## config.mk

```make
export PLATFORM = sky130hd
export DESIGN_NAME = dpwm_gen
export DESIGN_NICKNAME = d
export VERILOG_FILES = /design/src/rtl/dpwm_pkg.sv /design/src/rtl/dpwm_dither_acc.sv /design/src/rtl/dpwm_width_calc.sv /design/src/rtl/dpwm_gen.sv
export SDC_FILE = /design/constraint.sdc
export NUM_CORES = 1
export LEC_CHECK = 0
export ABC_AREA = 1
export BUFFER_PORTS_ARGS = -buffer_cell sky130_fd_sc_hd__buf_2
export CAP_MARGIN = 30
export CORE_MARGIN = 4
export CORE_UTILIZATION = 55
export CTS_BUF_LIST = sky130_fd_sc_hd__clkbuf_4 sky130_fd_sc_hd__clkbuf_8 sky130_fd_sc_hd__clkbuf_16
export CTS_CLUSTER_DIAMETER = 50
export DETAILED_ROUTE_END_ITERATION = 8
export PLACE_DENSITY = 0.78
export SYNTH_ARGS = -nofsm -noshare
export SYNTH_HDL_FRONTEND = slang
export SYNTH_HIERARCHICAL = 1
export SYNTH_SLANG_ARGS = --single-unit
export TNS_END_PERCENT = 50
```

## constraint.sdc

```tcl
create_clock -name clk -period 2.8 [get_ports clk]
set_input_delay 0.28 -clock clk [delete_from_list [all_inputs] [get_ports clk]]
set_output_delay 0.28 -clock clk [all_outputs]
set_load 0.05 [all_outputs]
```

## src/rtl/dpwm_pkg.sv

```systemverilog
package dpwm_pkg;

    typedef enum logic [1:0] {
        ST_IDLE = 2'd0,
        ST_ON   = 2'd1,
        ST_OFF  = 2'd2
    } dpwm_state_e;

endpackage

```

## src/rtl/dpwm_dither_acc.sv

```systemverilog
module dpwm_dither_acc #(
    parameter int FRAC_W = 2
) (
    input  logic                         clk,
    input  logic                         rst_n,
    input  logic                         clear_i,
    input  logic                         load_i,
    input  logic [(FRAC_W>0?FRAC_W:1)-1:0] frac_i,
    output logic                         carry_o
);

    localparam int AW = (FRAC_W > 0) ? FRAC_W : 1;

    generate
        if (FRAC_W == 0) begin : g_nodither
            assign carry_o = 1'b0;
        end else begin : g_dither
            logic [AW-1:0] acc_q;
            logic [AW:0]   sum;

            always_comb begin
                sum     = {1'b0, acc_q} + {1'b0, frac_i};
                carry_o = sum[AW];
            end

            always_ff @(posedge clk or negedge rst_n) begin
                if (!rst_n) begin
                    acc_q <= '0;
                end else if (clear_i) begin
                    acc_q <= '0;
                end else if (load_i) begin
                    acc_q <= sum[AW-1:0];
                end
            end

            // accumulator moves only at a period load
            a_r5_acc_hold: assert property (@(posedge clk) disable iff (!rst_n)
                (!load_i && !clear_i) |=> $stable(acc_q));

            // a disable leaves the accumulator at zero
            a_r1_acc_clear: assert property (@(posedge clk) disable iff (!rst_n)
                clear_i |=> (acc_q == '0));
        end
    endgenerate

endmodule

```

## src/rtl/dpwm_width_calc.sv

```systemverilog
module dpwm_width_calc #(
    parameter int INT_W = 5,
    parameter int LIMIT = 16
) (
    input  logic [INT_W-1:0] int_i,
    input  logic             carry_i,
    output logic [INT_W-1:0] width_o
);

    localparam logic [INT_W:0] LIM_V = (INT_W+1)'(LIMIT);

    logic [INT_W:0] sum;

    always_comb begin
        sum = {1'b0, int_i} + {{INT_W{1'b0}}, carry_i};
        if (sum > LIM_V) begin
            width_o = LIM_V[INT_W-1:0];
        end else begin
            width_o = sum[INT_W-1:0];
        end
    end

endmodule

```

## src/rtl/dpwm_gen.sv

```systemverilog
module dpwm_gen
    import dpwm_pkg::*;
#(
    parameter int PERIOD  = 16,
    parameter int FRAC_W  = 2,
    parameter int MIN_OFF = 0,
    parameter int CNT_W   = $clog2(PERIOD),
    parameter int INT_W   = CNT_W + 1,
    parameter int DUTY_W  = INT_W + FRAC_W
) (
    input  logic              clk,
    input  logic              rst_n,
    input  logic              en_i,
    input  logic [DUTY_W-1:0] duty_i,
    output logic              pwm_o,
    output logic              strobe_o
);

    localparam int            LIMIT  = PERIOD - MIN_OFF;
    localparam int            FW     = (FRAC_W > 0) ? FRAC_W : 1;
    localparam logic [CNT_W-1:0] LAST_TICK = CNT_W'(PERIOD - 1);

    dpwm_state_e       state_q, state_d;
    logic [CNT_W-1:0]  cnt_q, cnt_d;
    logic [INT_W-1:0]  width_q, width_d;
    logic [INT_W-1:0]  width_new;
    logic [INT_W-1:0]  cnt_inc;
    logic [FW-1:0]     frac;
    logic              carry;
    logic              load;
    logic              last;

    generate
        if (FRAC_W > 0) begin : g_frac
            assign frac = duty_i[FW-1:0];
        end else begin : g_nofrac
            assign frac = 1'b0;
        end
    endgenerate

    dpwm_dither_acc #(
        .FRAC_W (FRAC_W)
    ) u_dither (
        .clk     (clk),
        .rst_n   (rst_n),
        .clear_i (!en_i),
        .load_i  (load),
        .frac_i  (frac),
        .carry_o (carry)
    );

    dpwm_width_calc #(
        .INT_W (INT_W),
        .LIMIT (LIMIT)
    ) u_width (
        .int_i   (duty_i[DUTY_W-1:FRAC_W]),
        .carry_i (carry),
        .width_o (width_new)
    );

    assign last    = (cnt_q == LAST_TICK);
    assign cnt_inc = {1'b0, cnt_q} + INT_W'(1);

    // next-state process
    always_comb begin
        state_d = state_q;
        cnt_d   = cnt_q;
        width_d = width_q;
        load    = 1'b0;
        unique case (state_q)
            ST_IDLE: begin
                if (en_i) load = 1'b1;
            end
            ST_ON, ST_OFF: begin
                if (!en_i) begin
                    state_d = ST_IDLE;
                    cnt_d   = '0;
                end else if (last) begin
                    load = 1'b1;
                end else begin
                    cnt_d = cnt_q + 1'b1;
                    if (state_q == ST_ON && cnt_inc >= width_q) begin
                        state_d = ST_OFF;
                    end
                end
            end
            default: begin
                state_d = ST_IDLE;
                cnt_d   = '0;
            end
        endcase
        if (load) begin
            cnt_d   = '0;
            width_d = width_new;
            state_d = (width_new != '0) ? ST_ON : ST_OFF;
        end
    end

    // state register process
    always_ff @(posedge clk or negedge rst_n) begin
        if (!rst_n) begin
            state_q <= ST_IDLE;
            cnt_q   <= '0;
            width_q <= '0;
        end else begin
            state_q <= state_d;
            cnt_q   <= cnt_d;
            width_q <= width_d;
        end
    end

    // output process
    always_comb begin
        pwm_o    = (state_q == ST_ON);
        strobe_o = (state_q != ST_IDLE) && (cnt_q == '0);
    end

    // disable forces the output low on the next cycle
    a_r1_low_when_off: assert property (@(posedge clk) disable iff (!rst_n)
        !en_i |=> (!pwm_o && !strobe_o));

    // no second rise inside a period
    a_r4_no_rerise: assert property (@(posedge clk) disable iff (!rst_n)
        (state_q == ST_OFF && !last && en_i) |=> (state_q == ST_OFF));

    // width frozen between period boundaries
    a_r2_width_hold: assert property (@(posedge clk) disable iff (!rst_n)
        (state_q != ST_IDLE && !last && en_i) |=> $stable(width_q));

    // strobe lasts a single cycle
    a_r7_strobe_single: assert property (@(posedge clk) disable iff (!rst_n)
        strobe_o |=> !strobe_o);

    // last tick while running is always followed by tick zero
    a_r8_wrap: assert property (@(posedge clk) disable iff (!rst_n)
        (state_q != ST_IDLE && last && en_i) |=> strobe_o);

    // high through the final tick only when no off-time is reserved
    a_r6_min_off: assert property (@(posedge clk) disable iff (!rst_n)
        (state_q == ST_ON && last) |-> (MIN_OFF == 0));

endmodule

```

==> impl_metrics.yaml, run 1 <==
status:
  outcome: "complete, no violations"
floorplanning:
  core_region_area_mm2: 0.001962
  die-width_um: 53.45
  die-area_mm2: 0.002857
  rows: 16
  die_h_um: 53.45
  boundaryPins: 12
  start_util_pct: 57.91
synth:
  synth_seq_cells: 13
  yosys.area.top_type: "dfrtp_1"
  synth.yosys.seq_area_share_pct: 28.63
  syn_area_mm2: 0.001136
  yosysWarnings: 6
  netlist.area_leader.share_pct: 28.63
  synthTopCellsByArea: "dfrtp_1, ha_1, nand2_1"
  avgSynthCellArea_um2: 7.145
  syn_inst: 159
  ys_types: 21
  syn_nets: 184
global_routing:
  grt_pass1_wl_mm: 3.588
  antenna_found_initial: 0
  grt.met3_usage_pct: 3.380
  met2_usage_pct: 30.20
  grt.overflow.total: 0
  grtUsageMet1_pct: 20.48
  busiest_layer: "met2"
  grt_max_degree: 14
  grt_usage_pct: 17.44
  grt_pass1_vias: 892
cts:
  cts_tree: "yes"
  cts_setup_buffers: 0
  root_buffer: "clkbuf_4"
  h-tree-depth: 1
  clkLatencyLatePin_ps: 290
  clk_pin_slew_ps: 80
  cts_buffer_depth: 2
  cts_resized: 0
  cts_buffers: 3
  clkSinkCount: 13
cells_and_area:
  layout_commonest_cell: "nand2_1"
  final-seq-area_um2: 325.3
  mostFrequentLayoutCells: "nand2_1, inv_1, ha_1"
  diodes: 0
  fin_nets: 200
  drive_gt1_share_pct: 20.69
  finalNonFillerCells: 201
  multi_input_area_um2: 648.1
  area_growth_pct: 10.35
  n_fill_cell: 192
worst_setup_path:
  crit_path_start_kind: "flop"
  cp_num_buf_inv: 4
  slowest_stage: "dfrtp_1"
  path_max_fanout: 3
  criticalPathCategory: "reg2reg"
  path_cells: "ha_1 > inv_1 > fa_1 > inv_1 > ha_1 > ha_1 > inv_1 > nand2_1 > nand2_1 > nor2_1 > nand3_2 > a21oi_1 > inv_1 > nand3_1 > nor2_1 > nand3_1 > nand2_1 > nand3_1 > nand2_1"
  reg2reg_from: "u_dither/g_dither.acc_q[0]"
  cp_data_required_time_ps: 2990
  crit_arrival_ps: 2700
  slowest_delay_ps: 360
  crit_path_start: "u_dither/g_dither.acc_q[0]"
  endpoint_kind: "flop"
  critical-path-top-delay-family: "adder cells"
detailed_routing:
  drc_errors: 0
  ant_nets: 0
  wire_per_inst_um: 10.39
  drt_pass1_iterations: 4
  first_iter_violations: 23
  vias: 977
  viasPerCell: 4.861
  wirelength_mm: 2.088
power_and_ir_drop:
  leakage_nw: 0.7319
  power_density_mw_per_mm2: 759.4
  peakVddDrop_uv: 480.1
timing:
  slew_viol_final: 0
  setup_viol: 0
  hold_viol: 0
  rsz0062_at_grt: "false"
  max_freq_mhz: 397.2
  tightest_slew_ps: 300.3
  slew_headroom_pct: 79.98
  setup-tns-final_ps: 0
  period_needed_ps: 2517
  clock_skew_ps: 3.048
  fin_crit_sh_pct: 89.91
placed_design:
  dpl.cell_count: 196
  hpwl_mm: 1.700
  gp_congestion: 0.8023
  portBuffers: 11
hold_path:
  hold_path_class: "in2reg"
  worstHoldStart: "duty_i[0]"
run:
  maxCapViolCount: 0
-- power breakdown --
group          leakage, nW  internal [mW]  switching [mW]  total, mW
Sequential           0.173          0.250          0.0437      0.293
Clock               0.0184         0.0652          0.0679      0.133
Combinational        0.541          0.182           0.344      0.526
Total                0.732          0.496           0.456      0.952
-- metrics by stage --
| stage | hold slack, ps | area (um^2) | power (mW) | utilization [%] | setup slack, ps |
|---|---|---|---|---|---|
| after floorplan | -15.59 | 1136 | 0.7209 | - | 541.9 |
| after global placement | 178.3 | 1214 | 0.7994 | 61.86 | 368.8 |
| after detailed placement | 185.2 | 1214 | 0.8223 | 61.86 | 270.8 |
| after CTS | 378.1 | 1254 | 0.9607 | 63.90 | 282.9 |
| after global routing | 387.7 | 1254 | 1.057 | 63.90 | 14.07 |
| final | 369.2 | 1254 | 0.9520 | 63.90 | 282.6 |
-- layout make-up --
type	instances	area share, %
clock buffer	4	2.395
inverter	40	12.08
multi-input combinational	105	51.70
sequential	13	25.95
tap	27	2.695
timing repair buffer	12	5.190
-- Yosys cell counts --
cell      number
a21oi_1        6
buf_6          1
clkinv_2       1
dfrtp_1       13
fa_1           1
ha_1          14
inv_1         36
inv_2          3
nand2_1       41
nand2_2        7
nand3_1        9
nand3_2        3
nand4_1        1
nor2_1         9
nor2_4         1
o21ai_0        1
o21ai_1        3
o21ai_2        5
o21bai_2       1
o22ai_1        1
xor2_1         2
-- cell families after synthesis --
group,Yosys count,synth area share [%]
AOI/OAI and AO/OA,17,9.801
xor gates and xnor gates,2,1.542
adders and majority gates,15,17.18
buffers and inverters,41,14.32
DFF,13,28.63
and+or+nand+nor,71,28.52
-- state kept, by name (all words and copies together) (netlist names) --
register and flops:
u_dither/g_dither.acc_q 2, state_q 2, cnt_q 4, width_q 5
-- worst register-to-register path, stage by stage, from the launching register on --
cell	delay [ps]
dfrtp_1	360
ha_1	150
inv_1	50
fa_1	350
inv_1	60
ha_1	170
ha_1	220
inv_1	80
nand2_1	60
nand2_1	60
nor2_1	110
nand3_2	100
a21oi_1	130
inv_1	70
nand3_1	120
nor2_1	50
nand3_1	70
nand2_1	50
nand3_1	80
nand2_1	60
-- layer usage --
layer / wire [um] / vias to the layer above / share of wire [%]
met5: 0 / - / 0
met4: 38 / 0 / 1.8
met3: 83 / 5 / 4.0
met2: 1048 / 21 / 50
met1: 917 / 439 / 44
li1: - / 512 / -
-- worst paths after layout --
check	end	slack, ps	cells after the start
min in group asynchronous	cnt_q[1]	420	2
worst max-delay path	state_q[1]	280	19
worst min register to register	width_q[3]	490	2
max in group asynchronous	width_q[3]	2150	2
worst max register to register	state_q[1]	280	19
worst min-delay path	u_dither/g_dither.acc_q[0]	370	4
-- repair_timing --
action / CTS / global route
setup endpoints to repair: 0 / 0
hold buffers: 1 / 0
endpoints found under the hold margin: 13 / 0
Note: power is estimated with default switching activity, not from simulation.
==> run 2, diff against run 1 <==
PLACE_DENSITY = 0.79   (was 0.78)
SYNTH_HIERARCHICAL = default   (was 1)
==> impl_metrics.yaml, run 2 <==
power_and_ir_drop:
  power_frac_clock_pct: 13.4
  power_switching_share_pct: 48.01
  power_density_mw_per_mm2: 811.9
  leakage_nw: 0.6561
  p_int_uw: 498.6
  comb_power_share_pct: 56.7
  p_total_uw: 959.0
  p_switching_uw: 460.5
  peakVddDrop_uv: 514.4
  p_seq_share_pct: 29.9
timing:
  setup-tns-final_ps: 0
  setup_viol: 0
  hold_viol: 0
  slew_viol_final: 0
  period_needed_ps: 2143
  rsz0062_at_grt: "false"
  fin_ws_ps: 657.3
  tightest_slew_ps: 311.2
  clock_skew_ps: 6.499
  fin_crit_sh_pct: 76.53
  max_freq_mhz: 466.7
  hold_ws_ps: 312.7
  slew_headroom_pct: 79.25
cts:
  cts_resized: 0
  cts_tree: "yes"
  root_buffer: "clkbuf_4"
  h-tree-depth: 1
  cts_buffers: 3
  clk_pin_slew_ps: 80
  clkLatencyLatePin_ps: 280
  cts_buffer_depth: 2
  clkSinkCount: 13
detailed_routing:
  drt_pass1_iterations: 4
  drc_errors: 0
  first_iter_violations: 25
  ant_nets: 0
  vias: 940
  wire_per_inst_um: 11.95
  wirelength_mm: 2.127
  viasPerCell: 5.281
global_routing:
  grt_pass1_wl_mm: 3.788
  grt.overflow.total: 0
  grt_max_degree: 14
  antenna_found_initial: 0
  grt_pass1_vias: 959
  grt_usage_pct: 19.04
hold_path:
  worstHoldStart: "en_i"
  hold_end: "u_dither.g_dither.acc_q[0]"
  hold_path_class: "in2reg"
  holdPathStages: 3
synth:
  syn_inst: 137
  netlist.area_leader.share_pct: 30.84
  syn_nets: 162
  syn_area_mm2: 0.001055
  ys_types: 23
  synth_seq_cells: 13
  synth_edf_count: 0
  yosys-top-cells-count: "nand2_1, inv_1, ha_1"
  yosysWarnings: 0
  synthTopCellsByArea: "dfrtp_1, ha_1, nand2_1"
  yosys.area.top_type: "dfrtp_1"
  synth_most_common_cell: "nand2_1"
  avgSynthCellArea_um2: 7.699
  synth-main-ff-cell: "dfrtp_1"
  synth.yosys.seq_area_share_pct: 30.84
  synth-async-reset-ratio_pct: 100.0
floorplanning:
  start_util_pct: 59.79
  die-area_mm2: 0.002682
  boundaryPins: 12
  rows: 15
  core_region_area_mm2: 0.001764
  die-width_um: 51.79
  die_h_um: 51.79
worst_setup_path:
  critical-path-top-delay-family: "adder cells"
  path_depth: 12
  crit_path_start_kind: "flop"
  path_cells: "ha_1 > inv_1 > fa_1 > inv_1 > ha_1 > ha_1 > inv_1 > nand2_1 > nand3_1 > o21ai_2 > nand3_1 > o21ai_1"
  rrSetupSlack_ps: 660
  r2r-end: "width_q[0]"
  cp_data_required_time_ps: 3000
  criticalPathCategory: "reg2reg"
  slowest_delay_ps: 360
  path_max_fanout: 4
  reg2reg_depth: 12
  cp_num_buf_inv: 3
  slowest_stage: "dfrtp_1"
  reg2reg_from: "u_dither.g_dither.acc_q[0]"
  crit_arrival_ps: 2350
  endpoint_kind: "flop"
placed_design:
  hpwl_mm: 1.726
  pre_cts_ws_ps: 663.8
  dpl.cell_count: 173
  gp_congestion: 0.8814
  portBuffers: 11
cells_and_area:
  reg.largest.list: "width_q: 5 flops, cnt_q: 4 flops"
  largest_register_ffs: 5
  diodes: 0
  drive_gt1_share_pct: 17.65
  top_register: "width_q"
  layout_commonest_cell: "nand2_1"
  area_growth_pct: 11.98
  mostFrequentLayoutCells: "nand2_1, inv_1, ha_1"
  n_fill_cell: 156
  fin_nets: 179
  finalNonFillerCells: 178
status:
  outcome: "complete, no violations"
run:
  maxCapViolCount: 0
==> run 2: cell count changes in the layout (fill, tap and decap cells not counted), sizes merged, moves of 2 or more <==
cell,change
nor2,-2
a21oi,-5
o21ai,-2
inv,-10
nand4,+8
nand2,-14
o22ai,+3
==> run 2: metrics by stage <==
| step | instance area (um^2) | util [%] |
|---|---|---|
| finish | 1181 | 66.95 |
| global route | 1181 | 66.95 |
| CTS | 1181 | 66.95 |
| detailed placement | 1141 | 64.68 |
| global placement | 1141 | 64.68 |
| floorplan | 1055 | - |
==> run 2: cell families after synthesis <==
family	count (synthesis)	share of synthesized area, %
flops	13	30.84
fa+ha+maj	15	18.51
simple gates	64	29.89
compound gates	13	8.302
xor+xnor	2	1.661
buf+inv	30	10.79
==> run 2: worst max-delay path by stage <==
stage	from	end	slack, ps
finish	u_dither.g_dither.acc_q[0]	width_q[0]	660
global route	u_dither.g_dither.acc_q[0]	state_q[0]	460
CTS	u_dither.g_dither.acc_q[0]	width_q[0]	650
detailed placement	duty_i[0]	state_q[1]	660
global placement	duty_i[0]	state_q[0]	720
floorplan	u_dither.g_dither.acc_q[0]	state_q[1]	830
==> run 2: layer usage <==
layer | share of wire (%) | global-route usage [%]
met5 | 0 | 0
met4 | 2.3 | 10.48
met3 | 4.5 | 3.438
met2 | 49 | 32.63
met1 | 44 | 22.26
==> run 2: power groups by stage <==
stage | combinational [mW] | sequential [mW] | clock [mW]
finish | 0.544 | 0.286 | 0.129
global placement | 0.522 | 0.287 | 0
detailed placement | 0.541 | 0.290 | 0
floorplan | 0.425 | 0.279 | 0
CTS | 0.547 | 0.286 | 0.133
global route | 0.623 | 0.294 | 0.141
==> run 2: cell type report <==
cell class	instances	area [um^2]	area share [%]
multi-input cells	94	615.6	52.12
repair buffers	12	65.06	5.508
inverters	30	113.9	9.640
clock buffers	4	30.03	2.542
flip-flops and latches	13	325.3	27.54
well taps	25	31.28	2.648
==> run 2: tightest hold or removal path, stage by stage <==
cell	delay (ps)
buf_2	140
nand3_1	90
nand2_1	50
==> run 2: repair_timing <==
item / 4_1_cts / 5_1_grt
setup buffers: 0 / 0
hold endpoints to repair: 13 / 0
hold buffers: 1 / 0
